<file path="config.mk">
export PLATFORM = sky130hd
export DESIGN_NAME = power_slot_sequencer
export DESIGN_NICKNAME = d
export VERILOG_FILES = /design/src/rtl/pseq_pkg.sv /design/src/rtl/pseq_regs.sv /design/src/rtl/pseq_slot_timer.sv /design/src/rtl/pseq_fsm.sv /design/src/rtl/power_slot_sequencer.sv
export SDC_FILE = /design/constraint.sdc
export NUM_CORES = 1
export LEC_CHECK = 0
export BUFFER_PORTS_ARGS = -buffer_cell sky130_fd_sc_hd__buf_4
export CELL_PAD_IN_SITES_DETAIL_PLACEMENT = 1
export CELL_PAD_IN_SITES_GLOBAL_PLACEMENT = 1
export CORE_UTILIZATION = 45
export CTS_CLUSTER_SIZE = 8
export DETAILED_ROUTE_END_ITERATION = 7
export PLACE_DENSITY_LB_ADDON = 0.1
export SLEW_MARGIN = 20
export SYNTH_ARGS = -nofsm -noshare
export SYNTH_HDL_FRONTEND = slang
export SYNTH_SLANG_ARGS = --single-unit
</file>
<file path="constraint.sdc">
create_clock -name clk -period 2.81 [get_ports clk]
set_clock_uncertainty 0.15 [all_clocks]
set_input_delay 0.562 -clock clk [delete_from_list [all_inputs] [get_ports clk]]
set_output_delay 0.562 -clock clk [all_outputs]
set_load 0.01 [all_outputs]
</file>
<file path="src/rtl/pseq_pkg.sv">
package pseq_pkg;

    typedef enum logic [2:0] {
        PH_OFF    = 3'd0,
        PH_PRE    = 3'd1,
        PH_START  = 3'd2,
        PH_ACTIVE = 3'd3,
        PH_SHUT   = 3'd4
    } phase_t;

endpackage

</file>
<file path="src/rtl/pseq_regs.sv">
module pseq_regs #(
    parameter int                  NUM_REG    = 4,
    parameter int                  CODE_W     = 4,
    parameter int                  TICK_W     = 16,
    parameter int                  ADDR_W     = 8,
    parameter int                  DATA_W     = 16,
    parameter int                  ENA_LSB    = 8,
    parameter logic [ADDR_W-1:0]   ENA_ADDR_A = 8'h20,
    parameter logic [ADDR_W-1:0]   ENA_ADDR_B = 8'hA0,
    parameter logic [ADDR_W-1:0]   SLOT_BASE  = 8'h30,
    parameter logic [ADDR_W-1:0]   TICK_ADDR  = 8'h40
) (
    input  logic                       clk,
    input  logic                       rst_n,
    input  logic                       bus_wr,
    input  logic [ADDR_W-1:0]          bus_addr,
    input  logic [DATA_W-1:0]          bus_wdata,
    output logic [DATA_W-1:0]          bus_rdata,
    input  logic [NUM_REG-1:0]         seq_set,
    input  logic [NUM_REG-1:0]         seq_clr,
    output logic [NUM_REG-1:0]         sw_ena,
    output logic [NUM_REG*CODE_W-1:0]  start_codes,
    output logic [NUM_REG*CODE_W-1:0]  shut_codes,
    output logic [TICK_W-1:0]          tick_iv
);

    logic                      ena_hit;
    logic [NUM_REG-1:0]        sw_d;
    logic [CODE_W-1:0]         start_q [NUM_REG];
    logic [CODE_W-1:0]         shut_q  [NUM_REG];

    assign ena_hit = (bus_addr == ENA_ADDR_A) || (bus_addr == ENA_ADDR_B);

    // The sequencer has the last word over a software write in the same cycle.
    always_comb begin
        sw_d = (bus_wr && ena_hit) ? bus_wdata[ENA_LSB +: NUM_REG] : sw_ena;
        sw_d = (sw_d | seq_set) & ~seq_clr;
    end

    always_ff @(posedge clk or negedge rst_n) begin
        if (!rst_n) begin
            sw_ena  <= '0;
            tick_iv <= '0;
        end else begin
            sw_ena <= sw_d;
            if (bus_wr && bus_addr == TICK_ADDR)
                tick_iv <= bus_wdata[TICK_W-1:0];
        end
    end

    for (genvar g = 0; g < NUM_REG; g++) begin : g_slot
        localparam logic [ADDR_W-1:0] MY_ADDR = SLOT_BASE + ADDR_W'(g);

        always_ff @(posedge clk or negedge rst_n) begin
            if (!rst_n) begin
                start_q[g] <= '0;
                shut_q[g]  <= '0;
            end else if (bus_wr && bus_addr == MY_ADDR) begin
                start_q[g] <= bus_wdata[CODE_W-1:0];
                shut_q[g]  <= bus_wdata[2*CODE_W-1:CODE_W];
            end
        end

        assign start_codes[g*CODE_W +: CODE_W] = start_q[g];
        assign shut_codes[g*CODE_W +: CODE_W]  = shut_q[g];
    end

    always_comb begin
        bus_rdata = '0;
        if (ena_hit)
            bus_rdata[ENA_LSB +: NUM_REG] = sw_ena;
        if (bus_addr == TICK_ADDR)
            bus_rdata[TICK_W-1:0] = tick_iv;
        for (int i = 0; i < NUM_REG; i++) begin
            if (bus_addr == SLOT_BASE + ADDR_W'(i))
                bus_rdata[2*CODE_W-1:0] = {shut_q[i], start_q[i]};
        end
    end

    AST_SET_LANDS: assert property (@(posedge clk) disable iff (!rst_n)
        (|seq_set && seq_clr == '0) |=> ((sw_ena & $past(seq_set)) == $past(seq_set)));

    AST_CLEAR_ALL: assert property (@(posedge clk) disable iff (!rst_n)
        (&seq_clr) |=> (sw_ena == '0));

endmodule

</file>
<file path="src/rtl/pseq_slot_timer.sv">
module pseq_slot_timer #(
    parameter int TICK_W    = 16,
    parameter int NUM_SLOTS = 14,
    parameter int SLOT_W    = 4
) (
    input  logic              clk,
    input  logic              rst_n,
    input  logic              run,
    input  logic [TICK_W-1:0] tick_iv,
    output logic              tick,
    output logic [SLOT_W-1:0] slot,
    output logic              last
);

    localparam logic [SLOT_W-1:0] SLOT_FIRST = SLOT_W'(1);
    localparam logic [SLOT_W-1:0] SLOT_FINAL = SLOT_W'(NUM_SLOTS);

    logic [TICK_W-1:0] tcnt;

    // ">=" keeps a shortened duration from letting the counter run past it.
    assign tick = run && (tcnt >= tick_iv);
    assign last = tick && (slot == SLOT_FINAL);

    always_ff @(posedge clk or negedge rst_n) begin
        if (!rst_n) begin
            tcnt <= '0;
            slot <= SLOT_FIRST;
        end else if (!run) begin
            tcnt <= '0;
            slot <= SLOT_FIRST;
        end else if (tick) begin
            tcnt <= '0;
            slot <= (slot == SLOT_FINAL) ? SLOT_FIRST : slot + SLOT_W'(1);
        end else begin
            tcnt <= tcnt + TICK_W'(1);
        end
    end

    AST_SLOT_IN_RANGE: assert property (@(posedge clk) disable iff (!rst_n)
        run |-> (slot >= SLOT_FIRST && slot <= SLOT_FINAL));

endmodule

</file>
<file path="src/rtl/pseq_fsm.sv">
module pseq_fsm
    import pseq_pkg::*;
#(
    parameter int NUM_REG = 4
) (
    input  logic               clk,
    input  logic               rst_n,
    input  logic               wake_req,
    input  logic               sleep_req,
    input  logic               tick_last,
    input  logic [NUM_REG-1:0] start_hit,
    input  logic [NUM_REG-1:0] shut_hit,
    input  logic [NUM_REG-1:0] sw_ena,
    output phase_t             phase,
    output logic               run,
    output logic [NUM_REG-1:0] seq_set,
    output logic [NUM_REG-1:0] seq_clr,
    output logic [NUM_REG-1:0] reg_en
);

    phase_t             state_q, state_d;
    logic [NUM_REG-1:0] en_d;

    always_ff @(posedge clk or negedge rst_n) begin
        if (!rst_n) state_q <= PH_OFF;
        else        state_q <= state_d;
    end

    always_comb begin
        state_d = state_q;
        unique case (state_q)
            PH_OFF:    if (wake_req)  state_d = PH_PRE;
            PH_PRE:                   state_d = PH_START;
            PH_START:  if (tick_last) state_d = PH_ACTIVE;
            PH_ACTIVE: if (sleep_req) state_d = PH_SHUT;
            PH_SHUT:   if (tick_last) state_d = PH_OFF;
            default:                  state_d = PH_OFF;
        endcase
    end

    always_comb begin
        run     = 1'b0;
        seq_set = '0;
        seq_clr = '0;
        en_d    = reg_en;
        unique case (state_q)
            PH_OFF, PH_PRE: en_d = '0;
            PH_START: begin
                run     = 1'b1;
                seq_set = start_hit;
                en_d    = reg_en | start_hit;
            end
            PH_ACTIVE: en_d = sw_ena;
            PH_SHUT: begin
                run     = 1'b1;
                seq_clr = tick_last ? '1 : shut_hit;
                en_d    = tick_last ? '0 : (reg_en & ~shut_hit);
            end
            default: en_d = '0;
        endcase
    end

    always_ff @(posedge clk or negedge rst_n) begin
        if (!rst_n) reg_en <= '0;
        else        reg_en <= en_d;
    end

    assign phase = state_q;

    AST_IDLE_LOW: assert property (@(posedge clk) disable iff (!rst_n)
        (state_q == PH_OFF || state_q == PH_PRE) |-> (reg_en == '0));

    AST_START_NO_FALL: assert property (@(posedge clk) disable iff (!rst_n)
        (state_q == PH_START && $past(state_q) == PH_START)
            |-> ((reg_en & $past(reg_en)) == $past(reg_en)));

    AST_SHUT_NO_RISE: assert property (@(posedge clk) disable iff (!rst_n)
        (state_q == PH_SHUT && $past(state_q) == PH_SHUT)
            |-> ((reg_en & ~$past(reg_en)) == '0));

    AST_ACTIVE_TRACK: assert property (@(posedge clk) disable iff (!rst_n)
        (state_q == PH_ACTIVE && $past(state_q) == PH_ACTIVE)
            |-> (reg_en == $past(sw_ena)));

    AST_OFF_CLEARED: assert property (@(posedge clk) disable iff (!rst_n)
        (state_q == PH_OFF && $past(state_q) == PH_SHUT) |-> (sw_ena == '0));

endmodule

</file>
<file path="src/rtl/power_slot_sequencer.sv">
module power_slot_sequencer
    import pseq_pkg::*;
#(
    parameter int                NUM_REG    = 4,
    parameter int                NUM_SLOTS  = 14,
    parameter int                CODE_W     = 4,
    parameter int                TICK_W     = 16,
    parameter int                ADDR_W     = 8,
    parameter int                DATA_W     = 16,
    parameter int                ENA_LSB    = 8,
    parameter logic [ADDR_W-1:0] ENA_ADDR_A = 8'h20,
    parameter logic [ADDR_W-1:0] ENA_ADDR_B = 8'hA0,
    parameter logic [ADDR_W-1:0] SLOT_BASE  = 8'h30,
    parameter logic [ADDR_W-1:0] TICK_ADDR  = 8'h40
) (
    input  logic               clk,
    input  logic               rst_n,
    input  logic               wake_req,
    input  logic               sleep_req,
    input  logic               bus_wr,
    input  logic [ADDR_W-1:0]  bus_addr,
    input  logic [DATA_W-1:0]  bus_wdata,
    output logic [DATA_W-1:0]  bus_rdata,
    output logic [NUM_REG-1:0] reg_en,
    output logic [2:0]         phase
);

    localparam int CODES_W = NUM_REG * CODE_W;

    logic [NUM_REG-1:0] sw_ena, seq_set, seq_clr, start_hit, shut_hit;
    logic [CODES_W-1:0] start_codes, shut_codes;
    logic [TICK_W-1:0]  tick_iv;
    logic               run, tick, last;
    logic [CODE_W-1:0]  slot;
    phase_t             phase_w;

    pseq_regs #(
        .NUM_REG(NUM_REG), .CODE_W(CODE_W), .TICK_W(TICK_W), .ADDR_W(ADDR_W),
        .DATA_W(DATA_W), .ENA_LSB(ENA_LSB), .ENA_ADDR_A(ENA_ADDR_A),
        .ENA_ADDR_B(ENA_ADDR_B), .SLOT_BASE(SLOT_BASE), .TICK_ADDR(TICK_ADDR)
    ) u_regs (
        .clk(clk), .rst_n(rst_n), .bus_wr(bus_wr), .bus_addr(bus_addr),
        .bus_wdata(bus_wdata), .bus_rdata(bus_rdata), .seq_set(seq_set),
        .seq_clr(seq_clr), .sw_ena(sw_ena), .start_codes(start_codes),
        .shut_codes(shut_codes), .tick_iv(tick_iv)
    );

    pseq_slot_timer #(
        .TICK_W(TICK_W), .NUM_SLOTS(NUM_SLOTS), .SLOT_W(CODE_W)
    ) u_timer (
        .clk(clk), .rst_n(rst_n), .run(run), .tick_iv(tick_iv),
        .tick(tick), .slot(slot), .last(last)
    );

    // Slot indices run 1..NUM_SLOTS, so codes 0 and 15 never match.
    for (genvar g = 0; g < NUM_REG; g++) begin : g_hit
        assign start_hit[g] = tick && (start_codes[g*CODE_W +: CODE_W] == slot);
        assign shut_hit[g]  = tick && (shut_codes[g*CODE_W +: CODE_W]  == slot);
    end

    pseq_fsm #(.NUM_REG(NUM_REG)) u_fsm (
        .clk(clk), .rst_n(rst_n), .wake_req(wake_req), .sleep_req(sleep_req),
        .tick_last(last), .start_hit(start_hit), .shut_hit(shut_hit),
        .sw_ena(sw_ena), .phase(phase_w), .run(run), .seq_set(seq_set),
        .seq_clr(seq_clr), .reg_en(reg_en)
    );

    assign phase = phase_w;

endmodule

</file>
==> impl_results.md, run 1 <==
* Initial antenna violation count at 0
* Final WL at 11700 µm
* Fin Hold WS at 0.266 ns
* Fill count at 1101
* Synth Flop Type: dfrtp_1
* Setup violations, final at 15
* CTS Buf Count at 9
* Post-synth EDFFs at 0
* CP arrival at 2.14 ns
* Final worst-path cycle share at 1.02
* Initial Util at 0.465
* Asr flop ratio synth at 1.00
* Drt via density at 5.63
* Internal power at 2.28 mW
* Start point of the critical path: bus_addr[1]
* Met3 Track Usage GR at 0.0312
* LEAKAGE at 2.66 nW
* First drt pass iteration count at 4
* Multi-input gate area at 2450 µm²
* Die area at 10600 µm²
* Register area at 1980 µm²
* Combinational share of power at 0.310
* GRT Total Usage at 0.246
* Reg2Reg Depth at 9
* CP bufs+invs at 3
* Initial DRC count at 126
* Num rows at 36
* Synth warn at 0
* Vias at 3526
* Sw frac at 0.343
* CP Capture Type: output port
* Commonest non-fill, non-tap cell in the layout: dfrtp_1
* Crit-path cells: buf_4 > or4_4 > nor4_4 > buf_12 > a22oi_1 > a31oi_1 > buf_4
* Clock share of power at 0.267
* DP Wirelength at 8710 µm
* Seq pwr share at 0.423
* WL/cell at 18.7 µm
* Slew Limit Fails at 0
* Flops & latches, synth at 79
* Slew of the pin with the lowest slew margin at 0.842 ns
* Max H-tree Level at 3
* Sequential element share of the synthesized area at 0.433
* Vert. Die Dim at 103 µm
* # Max-Cap Violations at 0
* Fraction of layout cells with a size suffix above 1 at 0.290
* Worst Path Max Fanout at 9
* Core area at 9820 µm²
* Normalized max-slew margin at 0.434
* DR DRC count at 0
* Worst Hold Class: input pin to register
* PortBufs at 51
* Final WS setup at -0.0442 ns
* Net Count, Synth at 473
* Syn Inst Count at 425
* CTS root buf: clkbuf_8
* Max stage delay cell, worst path: or4_4
* Area grow syn2layout at 18.9%
* F_max at 0.350 GHz
* CP Launch Type: input pin
* Worst IR Drop VDD at 282 µV
* Mean Syn Cell Area at 10.7 µm²
* Setup crit end: bus_rdata[2]
* Met2 Track Usage GR at 0.395
* Nets at 536
* Largest net degree at the start of global routing at 51
* R2r setup slk at 0.17 ns
* Die Wd at 103 µm
* Final hold viol count at 0
* Failing checks: setup timing
* Ports at 52
* CP dominant cell by count: buf_4
* Most frequent cells in the layout: dfrtp_1 (78), buf_4 (64), mux2_2 (39)
* Post-CTS Setup Bufs at 0
* WP depth at 7
* FF-to-FF End: u_fsm.reg_en[3]
* Top-area cell type share of the netlist area at 0.428
* Largest stage delay, worst path at 0.55 ns
* Required @ worst endpoint at 2.10 ns
* Grt ovf at 0
* Status: finished with violations
* Critical path class: input pin to output port
* Clk_lat worst skew at 0.36 ns
* Antenna Cells at 0
* Synth cell types at 53
* Clk sink count at 79
* Routability cong. at 0.848
* P_sw at 1.19 mW
* Antenna viol nets, final at 0
* Vias in the first global route at 3730
* RSZ-0062 raised after global routing: yes
* Minimum clock period at 2.85 ns
* Met1 usage at 0.334
* First-pass GRT wire length at 19400 µm
* Delay-heaviest family, CP: simple AND/OR/NAND/NOR gates
* CTS tree: yes
* Post-place setup slack at -0.0758 ns
* Area leader, netlist: dfrtp_1
* Clock-pin transition on the worst setup and hold timing paths at 0.09 ns
* Reg2reg start: u_timer.tcnt[2]
* Gr busiest metal: met2
* Clk buf depth at 2
* Top post-synthesis cells by area: dfrtp_1 (43%), mux2_2 (9.6%), xor2_1 (6.3%)
* Power Density at 639 nW/µm²
* Cell Area, Synth at 4570 µm²
[worst min-delay path by stage]
stage                          from                  to  slack [ns]  cells past startpoint
floorplan                     rst_n      u_fsm.phase[0]        0.12                      0
global placement    u_timer.tcnt[0]     u_timer.tcnt[0]        0.34                      1
detailed placement  u_timer.tcnt[0]     u_timer.tcnt[0]        0.35                      1
CTS                       sleep_req      u_fsm.phase[2]        0.25                      2
global route          bus_wdata[14]  u_regs.tick_iv[14]        0.26                      2
finish                    sleep_req      u_fsm.phase[2]        0.27                      2
[power by group through the flow]
stage                     clock, mW  sequential, mW  combinational, mW
after global placement            0            1.49               1.05
after detailed placement          0            1.49               1.08
after global routing           1.00            1.50               1.19
after CTS                     0.951            1.47               1.08
after floorplan                   0            1.40              0.733
final                         0.926            1.47               1.08
[area by class of cell]
class                           count  share of cell area
Clock inverter                      4              0.0134
Multi-Input combinational cell    310               0.451
Inverter                           20              0.0138
Timing Repair Buffer               68               0.101
Sequential cell                    79               0.364
Tap cell                          133              0.0307
Clock buffer                       12              0.0249
[per-layer routing]
metal  wire length, µm  vias to the layer above  share of wire
li1                  -                     1642              -
met5                 0                        -              0
met3               364                       17          0.031
met2              5620                       64           0.48
met4               252                        0          0.022
met1              5470                     1803           0.47
[cells by family (layout without fill, tap and decap cells)]
| kind of cell | Yosys count | count (layout) | synth area share |
|---|---|---|---|
| flip-flops | 79 | 79 | 0.433 |
| XOR/XNOR | 47 | 47 | 0.0902 |
| adder cells (fa/ha/maj) | 19 | 19 | 0.0521 |
| AO/OA/AOI/OAI | 66 | 66 | 0.106 |
| buffers and inverters | 36 | 104 | 0.0315 |
| multiplexers | 52 | 52 | 0.136 |
| AND/OR/NAND/NOR | 126 | 126 | 0.151 |
[state kept, by name, summed over array words and instances, names as in the netlist]
signal,count
u_timer.slot,4
u_fsm.phase,3
u_regs.start_codes,16
u_regs.sw_ena,4
u_regs.tick_iv,16
u_regs.shut_codes,16
u_fsm.reg_en,4
u_timer.tcnt,16
[stage by stage]
| step | setup TNS, ns | utilization | cell area [µm²] | std cells | power [mW] |
|---|---|---|---|---|---|
| 3_5_place_dp | -0.495 | 0.530 | 5200 | 609 | 2.57 |
| 2_1_floorplan | -0.0218 | - | 4570 | 425 | 2.13 |
| 4_1_cts | -0.376 | 0.552 | 5420 | 626 | 3.50 |
| 3_3_place_gp | -0.111 | 0.530 | 5200 | 609 | 2.54 |
| 6_report | -0.345 | 0.553 | 5430 | 626 | 3.47 |
| 5_1_grt | -0.923 | 0.553 | 5430 | 626 | 3.69 |
[synth_stat cells (3+ instances only)]
| master | instances |
|---|---|
| a21oi_1 | 8 |
| a221o_1 | 5 |
| a22o_1 | 4 |
| a22oi_1 | 12 |
| a31oi_1 | 6 |
| a41oi_1 | 6 |
| and2_1 | 9 |
| and3_1 | 9 |
| buf_1 | 3 |
| clkbuf_1 | 11 |
| dfrtp_1 | 78 |
| ha_1 | 19 |
| inv_1 | 20 |
| mux2_2 | 39 |
| mux2_4 | 10 |
| mux2i_1 | 3 |
| nand2_1 | 20 |
| nand2b_1 | 5 |
| nand3_1 | 16 |
| nand4_1 | 3 |
| nor2_1 | 38 |
| nor3b_1 | 3 |
| nor4_1 | 6 |
| o21ai_0 | 8 |
| o21bai_1 | 4 |
| or2_2 | 3 |
| xnor2_1 | 14 |
| xor2_1 | 33 |
[repair_timing]
action                                  in CTS  in global routing
hold buffers                                 1                  0
cloned                                       0                  0
hold endpoints to repair                    20                  0
pin swaps                                    4                  0
gates resized for setup                      0                  1
endpoints found under the setup margin      15                 16
(Power assumes the default switching activity.)
==> run 2, diff against run 1 <==
--- a/config.mk
+++ b/config.mk
@@ -8,6 +8,7 @@
 export BUFFER_PORTS_ARGS = -buffer_cell sky130_fd_sc_hd__buf_4
 export CELL_PAD_IN_SITES_DETAIL_PLACEMENT = 1
 export CELL_PAD_IN_SITES_GLOBAL_PLACEMENT = 1
+export CORE_ASPECT_RATIO = 0.9
 export CORE_UTILIZATION = 45
 export CTS_CLUSTER_SIZE = 8
 export DETAILED_ROUTE_END_ITERATION = 7
==> run 2 against run 1 <==
Compared with the run above:
- the run still ends with setup timing left
- worst hold slack got worse by 0.24 ns
- power is 0.74% lower
- first-iteration DRC count decreased by 37%
- design area decreased by 0.76%
- maximum frequency increased by 0.87%
- combinational power decreased by 4%
- utilization barely moved
- setup slack better by 0.025 ns
- sequential cell count unchanged
- global-route usage decreased by 0.32 points
- die area about the same
- wire length decreased by 1.7%
- critical endpoint is now bus_rdata[11]
- largest cell class unchanged
- largest power group unchanged
- highest routed layer unchanged
==> impl_results.md, run 2 (same netlist as run 1, synthesis figures left out) <==
* Nets at 533
* Largest stage delay, worst path at 0.55 ns
* Failing checks: setup timing
* Drt via density at 5.64
* Max H-tree Level at 3
* Core area at 9740 µm²
* CTS root buf: clkbuf_8
* Delay-heaviest family, CP: simple AND/OR/NAND/NOR gates
* Vert. Die Dim at 97.6 µm
* Final WS setup at -0.0196 ns
* Final WL at 11500 µm
* Worst IR Drop VDD at 369 µV
* PortBufs at 51
* Worst Path Max Fanout at 9
* # Max-Cap Violations at 0
* Fill count at 1074
* Initial antenna violation count at 0
* Largest net degree at the start of global routing at 42
* Clock-pin transition on the worst setup and hold timing paths at 0.09 ns
* CP arrival at 2.12 ns
* Required @ worst endpoint at 2.10 ns
* Clk buf depth at 2
* GRT Total Usage at 0.242
* Final worst-path cycle share at 1.01
* Post-CTS Setup Bufs at 0
* DP Cell Count at 600
* Initial Util at 0.469
* Area grow syn2layout at 18.0%
* Clk sink count at 79
* CP Capture Type: output port
* Setup violations, final at 2
* CTS tree: yes
* CP bufs+invs at 4
* Vias in the first global route at 3737
* First drt pass iteration count at 4
* Final instance area at 5390 µm²
* Ports at 52
* Worst Hold Class: input pin to asynchronous set/reset pin
* DP Wirelength at 8730 µm
* Slew of the pin with the lowest slew margin at 0.766 ns
* Crit-path cells: buf_4 > or4_4 > nor4_4 > buf_6 > buf_4 > a22o_1 > buf_4
* Vias at 3470
* Clk_lat worst skew at 0.36 ns
* Reg2reg start: u_timer.tcnt[2]
* Commonest non-fill, non-tap cell in the layout: dfrtp_1
* Start point of the critical path: bus_addr[1]
* Post-place setup slack at -0.0575 ns
* Num rows at 34
* Antenna viol nets, final at 0
* Placed inst area at 5170 µm²
* CP Launch Type: input pin
* Final hold viol count at 0
* Status: finished with violations
* Non-filler cells, final at 615
* Antenna Cells at 0
* Hold_buf cts at 0
* RSZ-0062 raised after global routing: yes
* Minimum clock period at 2.83 ns
* Power Density at 640 nW/µm²
* Most frequent cells in the layout: dfrtp_1 (78), buf_4 (62), mux2_2 (39)
* WL/cell at 18.7 µm
* Slew Limit Fails at 0
* Routability cong. at 0.812
* CTS Buf Count at 9
* CP dominant cell by count: buf_4
* First-pass GRT wire length at 19400 µm
* F_max at 0.353 GHz
* Fin Hold WS at 0.0296 ns
* Initial DRC count at 80
* Fraction of layout cells with a size suffix above 1 at 0.292
* Die Wd at 108 µm
* R2r setup slk at 0.26 ns
* Grt ovf at 0
* DR DRC count at 0
* Die area at 10600 µm²
* LEAKAGE at 2.65 nW
* Normalized max-slew margin at 0.485
* Max stage delay cell, worst path: or4_4
* Critical path class: input pin to output port
run 2: cell count changes in the layout (fill, tap and decap cells not counted):
cell           delta
buf_6             +1
clkinvlp_4        -1
nor2_2            +1
dlygate4sd3_1     -1
clkbuf_1          -2
buf_4             -2
clkbuf_8          +1
buf_12            -1
nor2_1            -1
nand2b_1          -1
nand2b_2          +1
a41oi_1           +1
clkinv_2          +1
a41oi_2           -1
run 2: what timing repair did:
item                                    4_1_cts  5_1_grt
gates resized for setup                       1        2
pin swaps                                     2        0
endpoints found under the setup margin       12       31
run 2: layout make-up:
class | count | area, µm² | area share
Inverter | 20 | 75.1 | 0.0139
Tap cell | 126 | 158 | 0.0293
Sequential cell | 79 | 1980 | 0.367
Timing Repair Buffer | 65 | 517 | 0.0959
Clock buffer | 11 | 141 | 0.0262
Clock inverter | 4 | 70.1 | 0.0130
Multi-Input combinational cell | 310 | 2450 | 0.454
run 2: stage by stage:
| step | TNS, ns | util | total power, mW |
|---|---|---|---|
| finish | -0.0197 | 0.553 | 3.45 |
| global placement | -0.0932 | 0.530 | 2.50 |
| CTS | -0.0249 | 0.553 | 3.47 |
| global route | -0.553 | 0.553 | 3.64 |
| detailed placement | -0.251 | 0.530 | 2.53 |
| floorplan | -0.0218 | - | 2.13 |
run 2: routing by layer:
| layer | part of all wire | track usage | vias to the layer above |
|---|---|---|---|
| met2 | 0.49 | 0.406 | 61 |
| met5 | 0 | 0 | - |
| met3 | 0.033 | 0.0382 | 11 |
| met1 | 0.47 | 0.322 | 1756 |
| li1 | - | - | 1642 |
| met4 | 0.012 | 0.0685 | 0 |
run 2: worst paths after layout:
check	depth (start not counted)	to
hold reg to reg	1	u_timer.tcnt[0]
hold / removal	1	u_timer.slot[2]
setup reg to reg	8	u_fsm.reg_en[1]
setup / recovery	7	bus_rdata[11]
max in group asynchronous	2	u_timer.tcnt[10]
min in group clk	2	u_fsm.phase[2]
run 2: power breakdown:
| part | internal [mW] | switching (mW) | total (mW) |
|---|---|---|---|
| Sequential | 1.27 | 0.209 | 1.47 |
| Clock | 0.518 | 0.415 | 0.932 |
| Combinational | 0.485 | 0.554 | 1.04 |
